## src/rtl/enc_cnt_pkg.sv

```systemverilog
`timescale 1ns/1ps
package enc_cnt_pkg;
  typedef enum logic [1:0] {
    MODE_X1        = 2'd0,
    MODE_X2        = 2'd1,
    MODE_X4        = 2'd2,
    MODE_TWO_PULSE = 2'd3
  } enc_mode_e;

  typedef struct packed {
    logic inc;
    logic dec;
    logic bad;
  } enc_step_t;

  // position of an {A,B} state along the forward sequence 00,10,11,01
  function automatic logic [1:0] fwd_pos(input logic [1:0] ab);
    case (ab)
      2'b00:   fwd_pos = 2'd0;
      2'b10:   fwd_pos = 2'd1;
      2'b11:   fwd_pos = 2'd2;
      default: fwd_pos = 2'd3;
    endcase
  endfunction
endpackage

```

## src/rtl/enc_input_track.sv

```systemverilog
`timescale 1ns/1ps
module enc_input_track #(
  parameter int unsigned CH_W = 2
) (
  input  logic            clk_i,
  input  logic            rst_ni,
  input  logic [CH_W-1:0] cur_i,
  output logic [CH_W-1:0] prev_o,
  output logic            valid_o
);
  logic [CH_W-1:0] prev_q;
  logic            primed_q;

  always_ff @(posedge clk_i or negedge rst_ni) begin
    if (!rst_ni) begin
      prev_q   <= '0;
      primed_q <= 1'b0;
    end else begin
      prev_q   <= cur_i;
      primed_q <= 1'b1;
    end
  end

  assign prev_o  = prev_q;
  assign valid_o = primed_q;


  primed_stays_chk: assert property (@(posedge clk_i) disable iff (!rst_ni)
    valid_o |=> valid_o);
endmodule

```

## src/rtl/enc_step_decode.sv

```systemverilog
`timescale 1ns/1ps
module enc_step_decode
  import enc_cnt_pkg::*;
(
  input  enc_mode_e   mode_i,
  input  logic [1:0]  prev_i,
  input  logic [1:0]  cur_i,
  output enc_step_t   step_o
);
  logic [1:0] delta;
  logic       a_edge, a_rise, b_rise;
  logic       fwd, bwd, jump;

  always_comb begin
    delta  = fwd_pos(cur_i) - fwd_pos(prev_i);
    fwd    = (delta == 2'd1);
    bwd    = (delta == 2'd3);
    jump   = (delta == 2'd2);
    a_edge = prev_i[1] ^ cur_i[1];
    a_rise = ~prev_i[1] & cur_i[1];
    b_rise = ~prev_i[0] & cur_i[0];
    step_o = '0;
    unique case (mode_i)
      MODE_X1: begin
        // only the A edges taken with B low
        step_o.inc = a_edge & fwd & ~cur_i[0];
        step_o.dec = a_edge & bwd & ~cur_i[0];
        step_o.bad = jump;
      end
      MODE_X2: begin
        step_o.inc = a_edge & fwd;
        step_o.dec = a_edge & bwd;
        step_o.bad = jump;
      end
      MODE_X4: begin
        step_o.inc = fwd;
        step_o.dec = bwd;
        step_o.bad = jump;
      end
      default: begin
        step_o.inc = a_rise & ~b_rise;
        step_o.dec = b_rise & ~a_rise;
      end
    endcase
  end
endmodule

```

## src/rtl/enc_index_match.sv

```systemverilog
`timescale 1ns/1ps
module enc_index_match
  import enc_cnt_pkg::*;
#(
  parameter int unsigned PH_W = 2
) (
  input  enc_mode_e       mode_i,
  input  logic            z_i,
  input  logic [PH_W-1:0] cur_i,
  input  logic [PH_W-1:0] phase_i,
  output logic            hit_o
);
  assign hit_o = z_i && (cur_i == phase_i) && (mode_i != MODE_TWO_PULSE);
endmodule

```

## src/rtl/enc_pos_counter.sv

```systemverilog
`timescale 1ns/1ps
module enc_pos_counter
  import enc_cnt_pkg::*;
#(
  parameter int unsigned CNT_W = 32
) (
  input  logic             clk_i,
  input  logic             rst_ni,
  input  logic             arm_i,
  input  logic [1:0]       mode_i,
  input  logic             a_i,
  input  logic             b_i,
  input  logic             z_i,
  input  logic [CNT_W-1:0] reload_val_i,
  input  logic [1:0]       reload_phase_i,
  output logic [CNT_W-1:0] count_o,
  output logic             err_o
);
  localparam logic [CNT_W-1:0] CNT_MAX = {CNT_W{1'b1}};

  enc_mode_e        mode;
  logic [1:0]       cur_ab, prev_ab;
  logic             valid, hit;
  enc_step_t        step;
  logic [CNT_W-1:0] count_q;
  logic             err_q;

  assign mode   = enc_mode_e'(mode_i);
  assign cur_ab = {a_i, b_i};

  enc_input_track #(.CH_W(2)) u_track (
    .clk_i  (clk_i),
    .rst_ni (rst_ni),
    .cur_i  (cur_ab),
    .prev_o (prev_ab),
    .valid_o(valid)
  );

  enc_step_decode u_decode (
    .mode_i(mode),
    .prev_i(prev_ab),
    .cur_i (cur_ab),
    .step_o(step)
  );

  enc_index_match #(.PH_W(2)) u_index (
    .mode_i (mode),
    .z_i    (z_i),
    .cur_i  (cur_ab),
    .phase_i(reload_phase_i),
    .hit_o  (hit)
  );

  always_ff @(posedge clk_i or negedge rst_ni) begin
    if (!rst_ni) begin
      count_q <= '0;
      err_q   <= 1'b0;
    end else if (arm_i) begin
      if (hit)                    count_q <= reload_val_i;
      else if (valid && step.inc) count_q <= count_q + 1'b1;
      else if (valid && step.dec) count_q <= count_q - 1'b1;
      if (valid && step.bad)      err_q   <= 1'b1;
    end
  end

  assign count_o = count_q;
  assign err_o   = err_q;


  step_excl_chk: assert property (@(posedge clk_i) disable iff (!rst_ni)
    !(step.inc && step.dec));

  bad_no_move_chk: assert property (@(posedge clk_i) disable iff (!rst_ni)
    (arm_i && valid && step.bad && !hit) |=> $stable(count_o));

  err_sticky_chk: assert property (@(posedge clk_i) disable iff (!rst_ni)
    err_o |=> err_o);

  tp_both_rise_chk: assert property (@(posedge clk_i) disable iff (!rst_ni)
    (arm_i && !hit && valid && mode == MODE_TWO_PULSE && prev_ab == 2'b00 && cur_ab == 2'b11)
      |=> $stable(count_o));

  reload_load_chk: assert property (@(posedge clk_i) disable iff (!rst_ni)
    (arm_i && hit) |=> count_o == $past(reload_val_i));

  hold_disarmed_chk: assert property (@(posedge clk_i) disable iff (!rst_ni)
    !arm_i |=> ($stable(count_o) && $stable(err_o)));

  wrap_up_chk: assert property (@(posedge clk_i) disable iff (!rst_ni)
    (arm_i && valid && !hit && step.inc && count_o == CNT_MAX) |=> count_o == '0);

  step_up_chk: assert property (@(posedge clk_i) disable iff (!rst_ni)
    (arm_i && valid && !hit && step.inc) |=> count_o == $past(count_o) + 1'b1);
endmodule

```

## config.mk

```make
export PLATFORM = sky130hd
export DESIGN_NAME = enc_pos_counter
export DESIGN_NICKNAME = d
export VERILOG_FILES = /design/src/rtl/enc_cnt_pkg.sv /design/src/rtl/enc_input_track.sv /design/src/rtl/enc_step_decode.sv /design/src/rtl/enc_index_match.sv /design/src/rtl/enc_pos_counter.sv
export SDC_FILE = /design/constraint.sdc
export NUM_CORES = 1
export LEC_CHECK = 0
export BUFFER_PORTS_ARGS = -buffer_cell sky130_fd_sc_hd__buf_2
export CAP_MARGIN = 20
export CORE_ASPECT_RATIO = 1.1
export CORE_MARGIN = 3
export CORE_UTILIZATION = 35
export DETAILED_ROUTE_END_ITERATION = 12
export SLEW_MARGIN = 20
export SYNTH_ARGS = -nofsm -noshare
export SYNTH_HDL_FRONTEND = slang
export SYNTH_HIERARCHICAL = 1
export SYNTH_SLANG_ARGS = --single-unit
```

## constraint.sdc

```tcl
create_clock -name clk_i -period 12.4 [get_ports clk_i]
set_input_delay 1.86 -clock clk_i [delete_from_list [all_inputs] [get_ports clk_i]]
set_output_delay 1.86 -clock clk_i [all_outputs]
set_load 0.005 [all_outputs]
```

==> impl_metrics.toml <==
[clock_network]
cts_setup_buffers = 0
clock-sinks = 36
htreeDepth = 2
clockBufferDepth = 2
post_cts_resized = 0
root_buffer = "clkbuf_8"
cts_tree = "done"
clk_pin_slew_ps = 80
numCtsBuffers = 5
postCtsHoldBufs = 0
insertion_delay_ps = 300

[outcome]
outcome = "finished, final reports clean"

[worst_hold_path]
hold_path_end = "err_o$_DFFE_PN0P_"
min_from = "err_o$_DFFE_PN0P_"
hold_path_depth = 1
hold_class = "reg2reg"

[floorplanning]
num_io_pins = 75
die_w_um = 99.6
start_util_pct = 36.9
die_y_um = 109
core_um2 = 9140
die-area_um2 = 10900
rows = 36

[final_layout]
drive_gt1_share_pct = 19.2
fin_nets = 572
layout_commonest_cell = "buf_2"
antenna_cells = 0
area_growth_pct = 18.3
layout_common_cells = "buf_2, nand2_1, a21oi_1"

[pwr]
p_per_area_nw_per_um2 = 271
vdd_drop_max_v = 0.0000969
power_uw = 1080
p_leak_uw = 0.00196

[sta]
setup_viol = 0
setup_ws_ps = 7020
hold_viol = 0
relSlewSlack_pct = 43.1
fmax_mhz = 186
rsz0062_at_grt = "false"
min_period_ps = 5380
period_share_pct = 43.4
drv_slew = 0
tightest_slew_ps = 853
clock_skew_ps = 9.12
fin_hold_ws_ps = 475
setup_tns_ps = 0

[critical_path]
worstReg2RegEnd = "count_o[31]$_DFFE_PN0P_"
end_kind = "register"
crit_arrival_ps = 5530
cp_slowest_cell = "ha_1"
rrSetupSlack_ps = 8270
path_cells = "buf_2, xnor2_1, ha_1, xnor2_1, or3b_1, o32ai_1, nand2_1, buf_4, ha_1, o21ai_0, o21ai_1, a31oi_1, o21ai_1, a21oi_2, o211ai_2, xnor2_1, mux2i_1, a211oi_2"
crit_path_frequent_cell = "xnor2_1"
ff2ff_path_depth = 17
path_buf_inv = 2
required_ps = 12560
worstPathMaxFanout = 34
r2r_start = "u_track/prev_o[1]$_DFF_PN0_"
cpLargestDelayFamily = "compound AO/OA/AOI/OAI gates"
startpoint_type = "primary input"
crit_type = "in2reg"
slowest_delay_ps = 370

[global_route]
grt-ovfl-total = 0
grt_pass1_vias = 3127
grt_first_pass_wirelength_um = 15100
grt_antenna_before_repair = 0
grt_max_degree = 48
grt_usage_pct = 17.2

[synth]
synth_compound_area_share_pct = 26.7
synth_ff_type = "dfrtp_1"
ys_types = 53
async_flop_share_pct = 100
yosysSeqAreaShare_pct = 26.7
synth_fp_nets = 502
synthXorXnorAreaFrac_pct = 7.27
syn_area_um2 = 3370
synth_edf_count = 0
yosysWarningCount = 6
synth_simple_gate_area_share_pct = 19.1
syn-instance-count = 423
avgSynthCellArea_um2 = 7.98
synthAdderAreaFrac_pct = 13.9
synthMuxAreaShare_pct = 2.37
synth_top_family_by_area = "compound AO/OA/AOI/OAI gates"
ys_seq_elements = 36

[detailed_routing]
drtAntennaViolNets = 0
drt_wl_total_um = 9160
firstDrtPassIters = 4
drt_iter0_markers = 145
drc = 0
vias = 3306
wire_per_inst_um = 15.1
via_per_inst = 5.44

[run]
drv_cap = 0

[placed_design]
gp_congestion = 0.841
post-place-ws_ps = 6740
io_buffers = 74
dp_hpwl_um = 6960
-- worst max-delay path by stage --
stage | from | end | slack (ps) | cells after the start
floorplan | b_i | count_o[28]$_DFFE_PN0P_ | 6900 | 14
global placement | b_i | count_o[31]$_DFFE_PN0P_ | 6790 | 18
detailed placement | b_i | count_o[31]$_DFFE_PN0P_ | 6740 | 18
CTS | b_i | count_o[31]$_DFFE_PN0P_ | 7060 | 17
global route | b_i | count_o[31]$_DFFE_PN0P_ | 6750 | 18
finish | b_i | count_o[31]$_DFFE_PN0P_ | 7020 | 18
-- power breakdown --
group | internal [uW] | leakage, uW | total [uW] | switching [uW]
sequential | 167 | 0.000437 | 214 | 46.3
clock | 59.8 | 0.0000552 | 108 | 48.3
combinational | 340 | 0.00146 | 761 | 421
-- Yosys cell counts (2+ instances only) --
cell,number,area share (%)
a211oi_1,2,0.44
a211oi_2,2,0.74
a21boi_1,2,0.44
a21o_1,11,2.4
a21oi_1,46,6.8
a31oi_1,11,2.0
and2_1,3,0.56
and3_1,14,2.6
and4_1,2,0.52
buf_2,2,0.30
clkbuf_1,13,1.4
dfrtp_1,36,27
ha_1,36,13
inv_1,18,2.0
mux2i_1,8,2.4
nand2_1,49,5.5
nand2b_1,3,0.56
nand3_1,10,1.5
nand4_1,5,0.93
nor2_1,25,2.8
nor2b_1,7,1.3
nor3_1,10,1.5
o21a_1,6,1.3
o21ai_0,21,3.1
o21ai_1,19,2.8
o21bai_1,6,1.3
o31ai_1,3,0.67
or3_1,2,0.37
xnor2_1,14,3.6
xor2_1,14,3.6
-- sequential cells by signal, indices dropped and copies added (netlist names) --
| signal | cells |
|---|---|
| count_o | 32 |
| u_track/valid_o | 1 |
| u_track/prev_o | 2 |
| err_o | 1 |
-- per-layer routing --
metal | part of all wire, % | track usage (%) | up-vias
met1 | 46 | 22.1 | 1546
met2 | 49 | 30.2 | 69
li1 | - | - | 1680
met4 | 1.2 | 4.20 | 0
met3 | 3.9 | 2.75 | 11
met5 | 0 | 0 | -
-- cells by family (layout without fill, tap and decap cells) --
logic type / Yosys count / in the layout
flip-flops: 36 / 36
buffers and inverters: 33 / 104
AND/OR/NAND/NOR: 134 / 134
adder cells (fa/ha/maj): 37 / 37
other: 1 / 1
AO/OA/AOI/OAI: 146 / 146
XOR/XNOR: 28 / 28
multiplexers: 8 / 8
-- layout make-up --
cell class / count / area [um^2]
Clock inverter: 2 / 35.0
Inverter: 18 / 67.6
Clock buffer: 6 / 72.6
Sequential cell: 36 / 901
Timing Repair Buffer: 78 / 415
Fill cell: 954 / 5150
Tap cell: 114 / 143
Multi-Input combinational cell: 354 / 2360
-- metrics by stage --
step,area [um^2],utilization [%],instances
after floorplan,3370,-,423
after global placement,3850,42.2,598
after detailed placement,3880,42.5,600
after CTS,3990,43.7,608
after global routing,3990,43.7,608
final,3990,43.7,608
Power figures use the tool's default switching activity.
